$ cat src/rtl/irq_ctrl_pkg.sv
package irq_ctrl_pkg;
    localparam int STS_W = 8;
    localparam logic [STS_W-1:0] ACK_CLEARABLE = 8'hD6;
    localparam int BIT_TX_EMPTY = 2;
    localparam int BIT_TX_DONE  = 1;
    localparam logic [7:0] HEAD_EMPTY_CODE = 8'h80;
    localparam logic [7:0] STS_RESET = 8'h04;

    typedef enum logic [1:0] {
        REG_STATUS = 2'd0,
        REG_MASK   = 2'd1,
        REG_HEAD   = 2'd2,
        REG_SPARE  = 2'd3
    } reg_addr_e;
endpackage

$ cat src/rtl/irq_done_fifo.sv
module irq_done_fifo #(
    parameter int DEPTH = 4,
    parameter int PKT_W = 6,
    localparam int CNT_W = $clog2(DEPTH + 1),
    localparam int PTR_W = (DEPTH > 1) ? $clog2(DEPTH) : 1
) (
    input  logic             clk,
    input  logic             rst_n,
    input  logic             push,
    input  logic [PKT_W-1:0] push_pkt,
    input  logic             pop,
    output logic [PKT_W-1:0] head,
    output logic [CNT_W-1:0] count_q,
    output logic [CNT_W-1:0] count_d
);
    typedef struct packed {
        logic [DEPTH-1:0][PKT_W-1:0] mem;
        logic [PTR_W-1:0]            rd_ptr;
        logic [PTR_W-1:0]            wr_ptr;
        logic [CNT_W-1:0]            cnt;
    } fifo_state_t;

    fifo_state_t st_q, st_d;

    function automatic logic [PTR_W-1:0] ptr_inc(input logic [PTR_W-1:0] p);
        if (p == PTR_W'(DEPTH - 1)) return '0;
        return p + 1'b1;
    endfunction

    logic             pop_eff;
    logic             push_ok;
    logic [CNT_W-1:0] cnt_after_pop;

    always_comb begin
        st_d          = st_q;
        pop_eff       = pop && (st_q.cnt != '0);
        cnt_after_pop = st_q.cnt - CNT_W'(pop_eff);
        push_ok       = push && (cnt_after_pop < CNT_W'(DEPTH));
        if (pop_eff) begin
            st_d.rd_ptr = ptr_inc(st_q.rd_ptr);
        end
        if (push_ok) begin
            st_d.mem[st_q.wr_ptr] = push_pkt;
            st_d.wr_ptr           = ptr_inc(st_q.wr_ptr);
        end
        st_d.cnt = cnt_after_pop + CNT_W'(push_ok);
    end

    always_ff @(posedge clk or negedge rst_n) begin
        if (!rst_n) begin
            st_q <= '0;
        end else begin
            st_q <= st_d;
        end
    end

    assign head    = st_q.mem[st_q.rd_ptr];
    assign count_q = st_q.cnt;
    assign count_d = st_d.cnt;
endmodule

$ cat src/rtl/irq_status_reg.sv
module irq_status_reg
    import irq_ctrl_pkg::*;
(
    input  logic             clk,
    input  logic             rst_n,
    input  logic [STS_W-1:0] evt_set,
    input  logic [STS_W-1:0] ack_bits,
    input  logic             tx_empty,
    input  logic             done_pending,
    input  logic             mask_we,
    input  logic [STS_W-1:0] mask_wdata,
    output logic [STS_W-1:0] status_q,
    output logic [STS_W-1:0] mask_q,
    output logic             irq
);
    typedef struct packed {
        logic [STS_W-1:0] status;
        logic [STS_W-1:0] mask;
    } sts_state_t;

    sts_state_t r_q, r_d;
    logic [STS_W-1:0] clr_bits;
    logic [STS_W-1:0] level_bits;

    always_comb begin
        r_d        = r_q;
        clr_bits   = ack_bits & ACK_CLEARABLE;
        level_bits = '0;
        level_bits[BIT_TX_EMPTY] = tx_empty;
        level_bits[BIT_TX_DONE]  = done_pending;
        // Events and levels are ORed in after the clear, so a set wins.
        r_d.status = (r_q.status & ~clr_bits) | evt_set | level_bits;
        if (mask_we) begin
            r_d.mask = mask_wdata;
        end
    end

    always_ff @(posedge clk or negedge rst_n) begin
        if (!rst_n) begin
            r_q.status <= STS_RESET;
            r_q.mask   <= '0;
        end else begin
            r_q <= r_d;
        end
    end

    assign status_q = r_q.status;
    assign mask_q   = r_q.mask;
    assign irq      = |(r_q.status & r_q.mask);
endmodule

$ cat src/rtl/irq_status_ctrl.sv
module irq_status_ctrl
    import irq_ctrl_pkg::*;
#(
    parameter int DEPTH = 4,
    parameter int PKT_W = 6
) (
    input  logic             clk,
    input  logic             rst_n,
    input  logic             bus_wr,
    input  logic [1:0]       bus_addr,
    input  logic [7:0]       bus_wdata,
    output logic [7:0]       bus_rdata,
    input  logic [7:0]       evt_set,
    input  logic             tx_empty,
    input  logic             done_push,
    input  logic [PKT_W-1:0] done_pkt,
    output logic             irq
);
    localparam int CNT_W = $clog2(DEPTH + 1);

    logic             ack_we;
    logic             mask_we;
    logic [7:0]       ack_bits;
    logic             pop_req;
    logic [PKT_W-1:0] head_pkt;
    logic [CNT_W-1:0] done_cnt;
    logic [CNT_W-1:0] done_cnt_d;
    logic [7:0]       status_q;
    logic [7:0]       mask_q;

    assign ack_we   = bus_wr && (bus_addr == REG_STATUS);
    assign mask_we  = bus_wr && (bus_addr == REG_MASK);
    assign ack_bits = ack_we ? bus_wdata : 8'h00;
    assign pop_req  = ack_we && bus_wdata[BIT_TX_DONE];

    irq_done_fifo #(.DEPTH(DEPTH), .PKT_W(PKT_W)) fifo_i (
        .clk      (clk),
        .rst_n    (rst_n),
        .push     (done_push),
        .push_pkt (done_pkt),
        .pop      (pop_req),
        .head     (head_pkt),
        .count_q  (done_cnt),
        .count_d  (done_cnt_d)
    );

    irq_status_reg sts_i (
        .clk          (clk),
        .rst_n        (rst_n),
        .evt_set      (evt_set),
        .ack_bits     (ack_bits),
        .tx_empty     (tx_empty),
        .done_pending (done_cnt_d != '0),
        .mask_we      (mask_we),
        .mask_wdata   (bus_wdata),
        .status_q     (status_q),
        .mask_q       (mask_q),
        .irq          (irq)
    );

    always_comb begin
        unique case (bus_addr)
            REG_STATUS: bus_rdata = status_q;
            REG_MASK:   bus_rdata = mask_q;
            REG_HEAD:   bus_rdata = (done_cnt == '0) ? HEAD_EMPTY_CODE : 8'(head_pkt);
            default:    bus_rdata = 8'h00;
        endcase
    end
endmodule

$ cat config.mk
export PLATFORM = sky130hd
export DESIGN_NAME = irq_status_ctrl
export DESIGN_NICKNAME = d
export VERILOG_FILES = /design/src/rtl/irq_ctrl_pkg.sv /design/src/rtl/irq_done_fifo.sv /design/src/rtl/irq_status_reg.sv /design/src/rtl/irq_status_ctrl.sv
export SDC_FILE = /design/constraint.sdc
export NUM_CORES = 1
export LEC_CHECK = 0
export ABC_AREA = 1
export CAP_MARGIN = 30
export CORE_MARGIN = 3
export CORE_UTILIZATION = 58
export DETAILED_ROUTE_END_ITERATION = 8
export PLACE_DENSITY = 0.83
export SKIP_CTS_REPAIR_TIMING = 1
export SLEW_MARGIN = 20
export SYNTH_ARGS = -nofsm -noshare
export SYNTH_HDL_FRONTEND = slang
export SYNTH_SLANG_ARGS = --single-unit
$ cat constraint.sdc
create_clock -name clk -period 4.9 [get_ports clk]
set_input_delay 0.98 -clock clk [delete_from_list [all_inputs] [get_ports clk]]
set_output_delay 0.98 -clock clk [all_outputs]
set_load 0.01 [all_outputs]
-- Word level (Yosys, flattened, before mapping)
Cells that the tools add are included.
- output and inout port bits: 9
- register bits: 47
- input bits: 29
- word-level logic and storage cells: 53
- equal/unequal tests: 4
- muxes and demuxes: 16
- reduce and logical (&&, ||, !) cells: 11
- add/subtract/negate cells: 4
- bitwise gates (word level): 5
- magnitude comparators: 4
- operator list (operator ; count):
    $bwmux W24 ; 1
    $pmux W8 S3 ; 1
    $and A8 B8 Y8 ; 2
    $mux W8 ; 2
    $bmux W6 S2 ; 1
    $demux W6 S2 ; 1
    $mux W6 ; 2
    $mux W2 ; 4
    $not A8 Y8 ; 1
    $or A8 B3 Y8 ; 1
    $or A8 B8 Y8 ; 1
    $reduce_or A8 Y1 ; 1
    $eq A2 B2 Y1 const B ; 3
    $logic_and A1 B1 Y1 ; 6
    $lt A2 B3 Y1 const B ; 2
    $reduce_bool A3 Y1 ; 2
    $add A2 B1 Y2 const B ; 2
    $mux W1 ; 4
    $add A3 B1 Y3 ; 1
    $logic_not A3 Y1 ; 1
    $lt A3 B3 Y1 const B ; 1
    $sub A3 B1 Y3 ; 1
    $eq A2 B1 Y1 const B ; 1
    $ge A2 B1 Y1 const B ; 1
    $logic_not A2 Y1 ; 1

-- Logic depth before layout (Yosys ltp)
- word-level depth: 10
- mapped depth: 17
- depth with buffers taken out: 17

-- By module
A second synthesis with hierarchy kept.
- cell total of the unflattened synthesis: 343
- area, all modules: 2691.3 µm²
- by module, submodules not included (module ; times used ; sequential area each (µm²) ; area an instance (µm²) ; cells each):
    irq_done_fifo ; 1 ; 775.7 ; 1684.1 ; 189
    irq_status_reg ; 1 ; 401.6 ; 646.9 ; 71
    irq_status_ctrl ; 1 ; 0.0 ; 360.3 ; 83

-- Least setup slack after synthesis
No wires, ideal clock.
- kind: input -> register
- start point: input port bus_addr[0]
- end point: register sts_i.r_q, in the netlist sts_i.status_q[1]
- data arrival time: 2.571 ns
- path slack: 2.202 ns
- cell stages on the path: 15
- buffers on the path: 0
- path through: inv_2 -> nand2_1 -> nor2_1 -> nand3_1 -> inv_1 -> ha_1 -> ha_1 -> inv_1 -> nand2_1 -> nand2_1 -> nor2_1 -> ha_1 -> ha_1 -> nor3_1 -> nand3_1
- RTL lines (element ; RTL line ; source):
    start, declared ; irq_status_ctrl.sv:10 ; input logic [1:0] bus_addr,
    end signal, assigned ; irq_status_reg.sv:43 ; r_q <= r_d;
    end, declared ; irq_status_reg.sv:21 ; sts_state_t r_q, r_d;

-- Final worst setup path
- start point: input port bus_addr[1]
- end point: output port bus_rdata[2]
- cells in the longest elaborated chain, start to end: 2
- elaborated cells on any way between the ends: 4
- RTL lines (element ; RTL line ; source):
    $eq A2 B2 Y1, or another cell as far along ; irq_status_ctrl.sv:62 ; unique case (bus_addr)
    $pmux W8 S3 * ; irq_status_ctrl.sv:62 ;
    end, declared ; irq_status_ctrl.sv:12 ; output logic [7:0] bus_rdata,
Mark *: on every way between the ends. The rest lies on a longest branch, timed or not.

==> results.json <==
{
  "status": "complete, no violations",
  "synthToLayoutAreaGrowth_pct": 19.93,
  "ys_types": 22,
  "cpPeakStageDelay_ns": 0.58,
  "drive_gt1_frac": 0.05385,
  "ys_seq_area_frac": 0.4564,
  "synth_cells": 353,
  "cts_tree": "done",
  "cts.clk_slew.worst_paths_ns": 0.08,
  "required_ns": 3.92,
  "cp_num_buf_inv": 2,
  "drc_errors": 0,
  "coreArea_um2": 4144,
  "relSlewSlack": 0.6674,
  "initial_core_util": 0.6226,
  "power_leakage_nw": 1.681,
  "rr_startpoint": "fifo_i.count_q[2]",
  "synth_nets": 391,
  "maxCapViolCount": 0,
  "ant_nets": 0,
  "hpwl_um": 4061,
  "first_pass_iters": 4,
  "ff2ff_path_depth": 13,
  "grt_pass1_vias": 2032,
  "p_per_area_nw_per_um2": 473.9,
  "pwr-share-seq": 0.417,
  "antenna_cells": 0,
  "whs_path_depth": 2,
  "ios": 38,
  "rrSetupSlack_ns": 2.36,
  "drv_slew": 0,
  "reg2reg_to": "fifo_i.st_q[20]",
  "path_cells": "clkdlybuf4s50_1 -> nand2_1 -> nor2_1 -> nand2_1 -> nand2_1 -> clkdlybuf4s50_1",
  "routed_wl_um": 5286,
  "std_cell_rows": 23,
  "tns_ns": 0,
  "p_int_w": 0.0009017,
  "vias_per_cell": 5.145,
  "cts_sinks": 47,
  "netlist_area_um2": 2580,
  "startpoint_type": "input pin",
  "die_y_um": 72.70,
  "max_freq_ghz": 0.2680,
  "gp_congestion": 0.8578,
  "p_sw_frac": 0.3851,
  "fp.dieW_um": 72.70,
  "hp-start": "fifo_i.st_q[17]",
  "insertion_delay_ns": 0.30,
  "grt_pass1_wl_um": 8845,
  "rsz0062_at_grt": "false",
  "clock_path_buffers": 2,
  "grt-ovfl-total": 0,
  "layout_common_cells": "145 x nand2_1, 58 x inv_1, 46 x dfrtp_1",
  "period_share": 0.7616,
  "crit_path_end_kind": "primary output",
  "path_max_fanout": 6,
  "hold_viol": 0,
  "cts_buffers": 5,
  "min_path_type": "register to register",
  "avgSynthCellArea_um2": 7.309,
  "cts_root_buf": "clkbuf_8",
  "fin_worst_skew_ns": 0.008338,
  "final_nets": 427,
  "cts_max_level": 2,
  "portBuffers": 37,
  "switchingPower_w": 0.0005646,
  "crit_type": "input pin to primary output",
  "ys_seq_elements": 47,
  "antenna_found_initial": 0,
  "dieArea_um2": 5285,
  "combPwrFrac": 0.386,
  "grt_max_degree": 31,
  "path_delay_family": "buffers and inverters",
  "p_clk_frac": 0.197,
  "worst_pin_slew_ns": 0.4990,
  "vias": 2264,
  "drt-wirelength-per-cell_um": 12.01,
  "finalPower_w": 0.001466,
  "min_period_ns": 3.732,
  "timing.critical_path.mode_cell": "nand2_1",
  "finalSetupViolations": 0,
  "slowest_stage": "clkdlybuf4s50_1",
  "ys_warn_count": 0,
  "worstHoldEndpoint": "fifo_i.st_q[17]",
  "arrival_ns": 2.75,
  "max-vdd-ir-drop_uv": 309.6,
  "grt_usage": 0.2170,
  "drtIter0Drc": 171,
  "final_common_cell": "nand2_1"
}
synth_stat cells, drive strengths merged:
master  number  area (um2)
a21oi        2       10.01
dfrtp       46        1151
dfstp        1       26.28
nand2      146       555.5
buf         11       66.31
nor2        10       47.55
o21ai       12       60.06
nor3         1       5.000
inv         59       221.5
a22o         1       8.760
or2          4       25.02
nand4       26       162.7
ha           9       112.6
o211ai       1       7.510
nand3       24       120.1
through the flow:
step                      std cells  hold slack (ns)  instance area, um2  setup WS [ns]    util
after floorplan                 353           0.4419                2580          2.202       -
after detailed placement        432           0.4582                2977          1.151  0.7183
final                           440           0.4769                3094          1.168  0.7467
after global routing            440           0.4924                3094          1.020  0.7467
after CTS                       440           0.4784                3094          1.147  0.7467
after global placement          431           0.4545                2957          1.244  0.7135
metal layers:
layer / global-route usage / up-vias / wire length (um)
met5: 0 / - / 0
met3: 0.04959 / 9 / 237
li1: - / 1172 / -
met4: 0.08402 / 0 / 119
met1: 0.2755 / 1040 / 2370
met2: 0.3597 / 43 / 2559
logic make-up after synthesis:
kind of cell | synth area share
AOI/OAI and AO/OA | 0.03347
buffers and inverters | 0.1115
adders and majority gates | 0.04365
and+or+nand+nor | 0.3550
DFF | 0.4564
registers in the layout, summed over array words and instances (netlist names):
register,flops
fifo_i.count_q,3
fifo_i.st_q,28
sts_i.status_q,8
sts_i.mask_q,8
area by class of cell:
| class | instances | area [um2] |
|---|---|---|
| Tap cell | 50 | 62.56 |
| Inverter | 59 | 221.5 |
| Fill cell | 342 | 1050 |
| Clock buffer | 6 | 82.58 |
| Timing Repair Buffer | 40 | 400.4 |
| Sequential cell | 47 | 1177 |
| Multi-Input combinational cell | 236 | 1115 |
| Clock inverter | 2 | 35.03 |
worst max path at each step:
stage                           start                 to  slack (ns)  depth (start not counted)
final                     bus_addr[1]       bus_rdata[2]        1.17                          6
after global routing      bus_addr[1]       bus_rdata[2]        1.02                          6
after CTS                 bus_addr[1]       bus_rdata[2]        1.15                          6
after detailed placement  bus_addr[1]       bus_rdata[2]        1.15                          6
after global placement    bus_addr[1]       bus_rdata[1]        1.24                          6
after floorplan           bus_addr[0]  sts_i.status_q[1]        2.20                         15
power groups by stage:
stage / registers [W] / clock network [W] / logic, W
global route: 0.000630 / 0.000314 / 0.000650
global placement: 0.000614 / 0 / 0.000546
finish: 0.000611 / 0.000289 / 0.000566
floorplan: 0.000580 / 0 / 0.000435
CTS: 0.000611 / 0.000295 / 0.000572
detailed placement: 0.000619 / 0 / 0.000569
worst register-to-register path: stages (launching register included):
cell     delay, ns
dfrtp_1       0.40
inv_1         0.09
nand3_1       0.18
nand3_1       0.20
inv_1         0.07
ha_1          0.18
ha_1          0.21
inv_1         0.08
nand2_1       0.05
nand2_1       0.27
buf_4         0.29
nand3_1       0.24
nand2_1       0.13
nand2_1       0.05
Power figures use the tool's default switching activity.
